==> src/rtl/ir_wake_matcher.sv <==
module ir_wake_matcher #(
  parameter int          STORE     = 128,
  parameter logic [7:0]  DEPTH_RST = 8'd65,
  parameter logic [7:0]  TOL_RST   = 8'd4,
  parameter logic [7:0]  TRIG_RST  = 8'd67,
  parameter logic [15:0] LIMIT_RST = 16'd2000
) (
  input  logic       clk,
  input  logic       rst_n,
  input  logic       smp_valid,
  input  logic [7:0] smp_byte,
  input  logic       reg_wr,
  input  logic       reg_rd,
  input  logic [3:0] reg_addr,
  input  logic [7:0] reg_wdata,
  output logic [7:0] reg_rdata,
  output logic       wake_o
);

  localparam int AW = $clog2(STORE);
  localparam int CW = AW + 1;
  localparam logic [CW-1:0] FULL = CW'(STORE);

  localparam logic [3:0] A_CTRL  = 4'd0;
  localparam logic [3:0] A_STAT  = 4'd1;
  localparam logic [3:0] A_DEPTH = 4'd2;
  localparam logic [3:0] A_TOL   = 4'd3;
  localparam logic [3:0] A_TRIG  = 4'd4;
  localparam logic [3:0] A_LIMLO = 4'd5;
  localparam logic [3:0] A_LIMHI = 4'd6;
  localparam logic [3:0] A_CNT   = 4'd7;
  localparam logic [3:0] A_UNRD  = 4'd8;
  localparam logic [3:0] A_DATA  = 4'd9;

  logic [7:0]    mem [STORE];
  logic          cmp_mode;
  logic [7:0]    depth_q, tol_q, trig_q;
  logic [15:0]   limit_q;
  logic [3:0]    stat_q;
  logic [CW-1:0] cnt_q, rdp_q, cmp_idx, idx_n;
  logic [16:0]   acc_q, acc_sum;
  logic          wake_q, hit_done;

  function automatic logic near(input logic [7:0] a, input logic [7:0] b, input logic [7:0] t);
    logic [6:0] d;
    d = (a[6:0] > b[6:0]) ? a[6:0] - b[6:0] : b[6:0] - a[6:0];
    return (a[7] == b[7]) && ({1'b0, d} <= t);
  endfunction

  wire wr_ctrl  = reg_wr && reg_addr == A_CTRL;
  wire do_clear = wr_ctrl && reg_wdata[1] && !cmp_mode;
  wire learn_wr = smp_valid && !cmp_mode && !do_clear;
  wire has_room = cnt_q < FULL;
  wire pop      = reg_rd && reg_addr == A_DATA && rdp_q < cnt_q;
  wire cmp_ok   = depth_q != 8'd0 && int'(depth_q) <= int'(cnt_q);
  wire touch    = wr_ctrl || (reg_wr && reg_addr == A_DEPTH);
  wire hit_cur  = near(smp_byte, mem[cmp_idx[AW-1:0]], tol_q);
  wire hit_one  = near(smp_byte, mem[0], tol_q);

  assign acc_sum = acc_q + 17'(smp_byte[6:0]);
  wire   below   = acc_q < {1'b0, limit_q};
  wire   pe_hit  = smp_valid && !smp_byte[7] && below && acc_sum >= {1'b0, limit_q};
  wire   trig_hit = learn_wr && has_room && int'(cnt_q) + 1 == int'(trig_q);
  wire   ovf_hit  = learn_wr && !has_room;

  always_comb begin
    idx_n    = cmp_idx;
    hit_done = 1'b0;
    if (!cmp_mode || !cmp_ok || touch) begin
      idx_n = '0;
    end else if (smp_valid) begin
      if (hit_cur) begin
        if (int'(cmp_idx) + 1 == int'(depth_q)) begin
          idx_n    = '0;
          hit_done = 1'b1;
        end else begin
          idx_n = cmp_idx + 1'b1;
        end
      end else if (hit_one) begin
        if (depth_q == 8'd1) begin
          idx_n    = '0;
          hit_done = 1'b1;
        end else begin
          idx_n = CW'(1);
        end
      end else begin
        idx_n = '0;
      end
    end
  end

  always_ff @(posedge clk) begin
    if (learn_wr && has_room) mem[cnt_q[AW-1:0]] <= smp_byte;
  end

  always_ff @(posedge clk) begin
    if (!rst_n) begin
      cmp_mode <= 1'b0;
      depth_q  <= DEPTH_RST;
      tol_q    <= TOL_RST;
      trig_q   <= TRIG_RST;
      limit_q  <= LIMIT_RST;
      stat_q   <= '0;
      cnt_q    <= '0;
      rdp_q    <= '0;
      cmp_idx  <= '0;
      acc_q    <= '0;
      wake_q   <= 1'b0;
    end else begin
      if (reg_wr) begin
        case (reg_addr)
          A_CTRL:  cmp_mode <= reg_wdata[0];
          A_DEPTH: depth_q <= reg_wdata;
          A_TOL:   tol_q <= reg_wdata;
          A_TRIG:  trig_q <= reg_wdata;
          A_LIMLO: limit_q[7:0] <= reg_wdata;
          A_LIMHI: limit_q[15:8] <= reg_wdata;
          default: ;
        endcase
      end

      if (do_clear) begin
        cnt_q <= '0;
        rdp_q <= '0;
      end else begin
        if (learn_wr && has_room) cnt_q <= cnt_q + 1'b1;
        if (pop) rdp_q <= rdp_q + 1'b1;
      end

      if (smp_valid) begin
        if (smp_byte[7]) acc_q <= '0;
        else if (below) acc_q <= acc_sum;
      end

      stat_q <= (stat_q & ~((reg_wr && reg_addr == A_STAT) ? reg_wdata[3:0] : 4'h0))
              | {ovf_hit, trig_hit, pe_hit, hit_done};

      cmp_idx <= idx_n;
      wake_q  <= hit_done;
    end
  end

  always_comb begin
    case (reg_addr)
      A_CTRL:  reg_rdata = {7'd0, cmp_mode};
      A_STAT:  reg_rdata = {4'd0, stat_q};
      A_DEPTH: reg_rdata = depth_q;
      A_TOL:   reg_rdata = tol_q;
      A_TRIG:  reg_rdata = trig_q;
      A_LIMLO: reg_rdata = limit_q[7:0];
      A_LIMHI: reg_rdata = limit_q[15:8];
      A_CNT:   reg_rdata = 8'(cnt_q);
      A_UNRD:  reg_rdata = 8'(cnt_q - rdp_q);
      A_DATA:  reg_rdata = (rdp_q < cnt_q) ? mem[rdp_q[AW-1:0]] : 8'h00;
      default: reg_rdata = 8'h00;
    endcase
  end

  assign wake_o = wake_q;

endmodule

==> config.mk <==
export PLATFORM = sky130hd
export DESIGN_NAME = ir_wake_matcher
export DESIGN_NICKNAME = d
export VERILOG_FILES = /design/src/rtl/ir_wake_matcher.sv
export SDC_FILE = /design/constraint.sdc
export NUM_CORES = 2
export LEC_CHECK = 0
export CORE_UTILIZATION = 50
export CTS_CLUSTER_DIAMETER = 120
export CTS_CLUSTER_SIZE = 25
export DETAILED_ROUTE_END_ITERATION = 8
export DONT_BUFFER_PORTS = 1
export GPL_TIMING_DRIVEN = 0
export PLACE_DENSITY = 0.67
export SYNTH_ARGS = -nofsm -noshare
export SYNTH_HDL_FRONTEND = slang
export SYNTH_SLANG_ARGS = --single-unit
==> constraint.sdc <==
create_clock -name clk -period 8.4 [get_ports clk]
set_input_delay 0 -clock clk [delete_from_list [all_inputs] [get_ports clk]]
set_output_delay 0 -clock clk [all_outputs]
set_load 0.02 [all_outputs]
# [Yosys cells after proc, flatten, opt, wreduce, memory -nomap -nowiden]
# Memories as Yosys holds them, arrays and structs flattened. A register that Yosys moved wholly into a read port is not among the register bits.
# Index checks and enable logic that the tools add are counted.
[totals] ff_bits=87 input_bits=25 output_inout_bits=9 ram_bits=1024 n_memories=1 elab_cells=112
[classes] n_lt_le_gt_ge=9 n_eq_ne=14 bitwise=4 n_addsub=11 mux=23 reduce_logical=38
[memory_table] name="mem" words=128 word_bits=8 read_ports=3 rd_ports_with_merged_regs=2 write_ports=1 line="35" source="logic [7:0] mem [STORE];"
[op_table] operator="case mux 8 bit (10 select lines)" count=1
[op_table] operator="two-way mux 7 bit" count=6
[op_table] operator="two-way mux 17 bit" count=2
[op_table] operator="two-way mux 8 bit" count=4
[op_table] operator="subtractor 7 bit" count=4
[op_table] operator="adder 8 x 1 -> 8 bit, second input constant" count=3
[op_table] operator="adder 8 x 1 -> 9 bit, second input constant" count=2
[op_table] operator="== test 9 x 8 -> 1 bit" count=2
[op_table] operator="logical AND 1 bit" count=18
[op_table] operator="adder 17 x 7 -> 17 bit" count=1
[op_table] operator=">= comparator 17 x 16 -> 1 bit" count=1
[op_table] operator="less-than comparator 17 x 16 -> 1 bit" count=1
[op_table] operator="== test 4 x 3 -> 1 bit, second input constant" count=4
[op_table] operator="<= comparator 7 x 8 -> 1 bit" count=2
[op_table] operator="greater-than comparator 7 bit" count=2
[op_table] operator="AND reduction 2 bit" count=7
[op_table] operator="two-way mux 1 bit" count=9
[op_table] operator="== test 4 x 2 -> 1 bit, second input constant" count=2
[op_table] operator="== test 4 bit, second input constant" count=2
[op_table] operator="== test 8 x 1 -> 1 bit, second input constant" count=1
[op_table] operator="<= comparator 8 bit" count=1
[op_table] operator="less-than comparator 8 bit" count=1
[op_table] operator="less-than comparator 8 bit, second input constant" count=1
[op_table] operator="nonzero test 8 bit" count=1
[op_table] operator="other kinds (13)" count=21

# [Logic depth before layout (Yosys ltp)]
# An unclocked memory read counts as a cell.
[depth] ltp_word=10 mapped_depth=31

# [Least setup slack after synthesis]
# No wires, ideal clock.
[synth_path] path_kind="register to register" start="reg (tool-made name)" end="reg (tool-made name)" n_path_buf=4 synth_period_minus_slack_ns=6.600 slack_ns=1.800 path_stages_with_launch=29 t_required_ns=8.337 arrival_time_ns=6.537 setup_time_ns=0.063 path_cell_list="dfxtp_1 -> buf_2 -> buf_6 -> buf_6 -> buf_1 -> mux4_2 -> mux4_2 -> mux4_2 -> nand2_1 -> and2_1 -> inv_1 -> ha_1 -> a21oi_1 -> o21bai_1 -> a221o_1 -> a21o_1 -> a21oi_1 -> a41oi_1 -> mux2_2 -> ha_1 -> nor2b_1 -> o21a_1 -> o21a_1 -> o21bai_1 -> a211oi_1 -> a31o_2 -> nor4_4 -> and4b_1 -> a221o_1"

==> results.py <==
metrics = {
    "run_status": {
        "status": "finished with violations",
        "failed_checks": "max-capacitance violations, max-slew violations",
    },
    "power_and_ir_drop": {
        "total_power_mw": 9.60,
        "max-vdd-ir-drop_mv": 0.156,
        "power-per-cell-area_nw_per_um2": 162,
        "p_leak_nw": 17.6,
    },
    "setup_path": {
        "reg2regPathDepth": 28,
        "timing.critical_path.required_ns": 8.99,
        "critPathArrivalTime_ns": 8.76,
        "critical_path_end_type": "flip-flop",
        "worst-path-max-fanout": 10,
        "worstSetupStartpointType": "flip-flop",
        "reg2reg_setup_slack_ns": 0.23,
        "critical_path.slowest_cell": "sky130_fd_sc_hd__buf_2",
        "critical-path-max-stage-delay_ns": 0.66,
        "timing_worst_setup_path_type": "reg -> reg",
        "critical_path.reg2reg.endpoint": "cmp_idx[2]",
    },
    "routing": {
        "detailed_routing_iterations_pass_1": 6,
        "number_of_vias_per_cell": 7.15,
        "finalWirelength_mm": 186,
        "detail_route.iter0.violations": 5202,
        "detail-route-antenna-nets": 0,
        "routed_vias": 32700,
        "routedWlPerCell_um": 40.7,
        "remaining_drc_errors": 0,
    },
    "floorplan": {
        "floorplan.die.height_um": 334,
        "initial_core_utilization_pct": 50.6,
        "core_area_um2": 109000,
        "die_x_um": 334,
        "core.rowCount": 121,
        "ios": 34,
        "die_area_um2": 112000,
    },
    "yosys": {
        "mappedNetlistArea_um2": 55200,
        "postSynth.topFlopCell": "sky130_fd_sc_hd__edfxtp_1",
        "ys_ff_latch": 1125,
        "syn-mean-instance-area_um2": 18.5,
        "synth_edf_count": 1024,
        "synthCells": 2978,
        "yosys_warnings": 0,
        "syn_nets": 3107,
        "async_flop_share_pct": 0,
        "yosysUniqueCellTypes": 60,
        "yosysSeqAreaShare_pct": 59.4,
    },
    "placement": {
        "place.gp.congestion": 1.00,
        "place.port_buffers": 0,
        "place.detailed.hpwl_mm": 134,
    },
    "timing": {
        "setup-violations-final": 0,
        "grt_setup_unrepaired": "no",
        "timing_max_transition_violations_final": 11,
        "tightest_slew_ns": 1.56,
        "setup_tns_ns": 0,
        "fmaxAchievable_mhz": 122,
        "timing.final.hold_violations": 0,
        "finalClockSkew_ns": 0.0472,
        "final.period_utilization_pct": 97.2,
        "slew_headroom_pct": -4.12,
        "period_minus_slack_ns": 8.17,
    },
    "clock_tree": {
        "post-cts-setup-buffers": 0,
        "cts_max_path_buffers": 3,
        "tritoncts_num_sinks": 1125,
        "clk_pin_slew_worst_paths_ns": 0.11,
        "cts-htree-levels": 2,
        "tritoncts": "built",
        "tritoncts.num_buffers": 51,
        "insertion_delay_ns": 0.69,
        "root_buffer": "sky130_fd_sc_hd__clkbuf_16",
    },
    "finish": {
        "ratio_of_cells_with_drive_above_1_in_the_final_layout_pct": 27.1,
        "most_frequent_cells_in_the_layout": "1024 x sky130_fd_sc_hd__edfxtp_1, 669 x sky130_fd_sc_hd__mux4_2, 186 x sky130_fd_sc_hd__nor2_1",
        "fin_util_pct": 54.3,
        "finalNetCount": 3205,
        "layout_commonest_cell": "sky130_fd_sc_hd__edfxtp_1",
        "flow.area_growth_from_synthesis_pct": 7.26,
    },
    "global_route": {
        "grt_pass1_wl_mm": 257,
        "grt_remaining_overflow": 0,
        "grt_start_max_net_pins": 133,
        "antenna_found_initial": 10,
        "grt_pass1_vias": 32300,
        "global_route.usage.total_pct": 33.7,
    },
    "flow_run": {
        "timing.max_cap.violations": 2,
    },
    "worst_hold_path": {
        "hold_path.startpoint": "reg_addr[2]",
        "instance_count_along_the_most_critical_hold_path": 4,
        "whs_endpoint": "rdp_q[0]",
        "hp-class": "in -> reg",
    },
}
==> worst max path at each step <==
stage	endpoint	depth (start not counted)
after detailed placement	flip-flop	28
after global routing	cmp_idx[2]	29
after floorplan	flip-flop	28
final	cmp_idx[2]	28
after global placement	flip-flop	28
after CTS	flip-flop	28
==> synth_stat cells (5+ instances only) <==
| cell type | n | area (um^2) |
|---|---|---|
| sky130_fd_sc_hd__a211oi_1 | 5 | 37.5 |
| sky130_fd_sc_hd__a21o_1 | 30 | 225 |
| sky130_fd_sc_hd__a21oi_1 | 43 | 215 |
| sky130_fd_sc_hd__a22oi_1 | 21 | 158 |
| sky130_fd_sc_hd__a31oi_1 | 5 | 31.3 |
| sky130_fd_sc_hd__and2_1 | 10 | 62.6 |
| sky130_fd_sc_hd__and3_1 | 7 | 43.8 |
| sky130_fd_sc_hd__buf_1 | 41 | 154 |
| sky130_fd_sc_hd__buf_2 | 27 | 135 |
| sky130_fd_sc_hd__buf_6 | 7 | 78.8 |
| sky130_fd_sc_hd__clkbuf_1 | 118 | 443 |
| sky130_fd_sc_hd__dfxtp_1 | 101 | 2020 |
| sky130_fd_sc_hd__edfxtp_1 | 1024 | 30700 |
| sky130_fd_sc_hd__fa_1 | 6 | 120 |
| sky130_fd_sc_hd__ha_1 | 98 | 1230 |
| sky130_fd_sc_hd__inv_1 | 75 | 282 |
| sky130_fd_sc_hd__mux2_2 | 5 | 56.3 |
| sky130_fd_sc_hd__mux2i_1 | 63 | 631 |
| sky130_fd_sc_hd__mux4_2 | 669 | 15100 |
| sky130_fd_sc_hd__nand2_1 | 76 | 285 |
| sky130_fd_sc_hd__nand2b_1 | 19 | 119 |
| sky130_fd_sc_hd__nand3_1 | 36 | 180 |
| sky130_fd_sc_hd__nand3b_1 | 6 | 45.0 |
| sky130_fd_sc_hd__nand4_1 | 23 | 144 |
| sky130_fd_sc_hd__nor2_1 | 187 | 702 |
| sky130_fd_sc_hd__nor2b_1 | 60 | 375 |
| sky130_fd_sc_hd__nor3_1 | 15 | 75.1 |
| sky130_fd_sc_hd__nor3b_1 | 8 | 60.1 |
| sky130_fd_sc_hd__o211ai_1 | 13 | 97.6 |
| sky130_fd_sc_hd__o21a_1 | 11 | 82.6 |
| sky130_fd_sc_hd__o21ai_0 | 27 | 135 |
| sky130_fd_sc_hd__o21bai_1 | 8 | 60.1 |
| sky130_fd_sc_hd__o221ai_1 | 10 | 87.6 |
| sky130_fd_sc_hd__o22ai_1 | 8 | 50.1 |
| sky130_fd_sc_hd__or3_1 | 6 | 37.5 |
| sky130_fd_sc_hd__xnor2_1 | 41 | 359 |
| sky130_fd_sc_hd__xor2_1 | 20 | 175 |
==> state kept, by name, summed over array words and instances, names as in the netlist, named ones only <==
register,cells
cnt_q,8
limit_q,16
cmp_mode,1
wake_o,1
acc_q,17
mem,1024
tol_q,8
trig_q,8
depth_q,8
rdp_q,8
stat_q,4
cmp_idx,8
==> metal layers <==
metal	up-vias	share of wire [%]	wire length (um)	track usage, %
met5	-	0.013	24	0
met4	4	4.4	8210	12.7
met3	324	12	22700	9.07
met2	2318	47	87100	52.3
met1	17400	37	68000	45.8
li1	12600	-	-	-
==> cell families (layout without fill, tap and decap cells) <==
group	count (synthesis)	after routing	share of synthesized area (%)
xor gates and xnor gates	61	61	0.968
adders and majority gates	104	104	2.44
muxes	737	737	28.5
other	0	4	0
DFF	1125	1125	59.4
and+or+nand+nor	468	468	4.09
buffers and inverters	272	391	2.03
AOI/OAI and AO/OA	211	211	2.60
==> worst max-delay path, delay by kind of cell, from the launching register on <==
family	cells	cell delay [ns]
multiplexers	4	2.16
AO/OA/AOI/OAI	10	1.88
buffers and inverters	6	1.67
AND/OR/NAND/NOR	6	1.32
adder cells (fa/ha/maj)	2	0.67
flip-flops	1	0.33
==> repair_timing <==
item | 4_1_cts | 5_1_grt
hold buffers | 42 | 0
setup endpoints to repair | 17 | 12
gates resized for setup | 26 | 32
cloned | 0 | 0
endpoints found under the hold margin | 1120 | 0
==> metrics by stage <==
stage / hold WS [ns] / instance area, um^2 / cells / setup WS [ns]
global route: 0.0524 / 59200 / 4576 / 0.0121
detailed placement: 0.117 / 57100 / 4457 / -0.869
CTS: 0.00518 / 59200 / 4573 / 0.0109
global placement: 0.109 / 57100 / 4454 / -0.775
floorplan: 0.0989 / 55200 / 2978 / 1.80
finish: 0.0341 / 59200 / 4577 / 0.235
==> report_power, final <==
part	switching, mW	internal [mW]
Sequential	0.0149	6.11
Clock	1.78	1.18
Combinational	0.331	0.188
Total	2.13	7.47
==> final cells by class <==
cell class	instances	area [um^2]
Antenna cell	4	10.0
Clock buffer	72	1410
Tap cell	1476	1850
Buffer	195	930
Timing Repair Buffer	46	611
Inverter	76	285
Fill cell	8413	49900
Sequential cell	1125	32800
Multi-Input combinational cell	1581	21300
Clock inverter	2	25.0
Power figures use the tool's default switching activity.
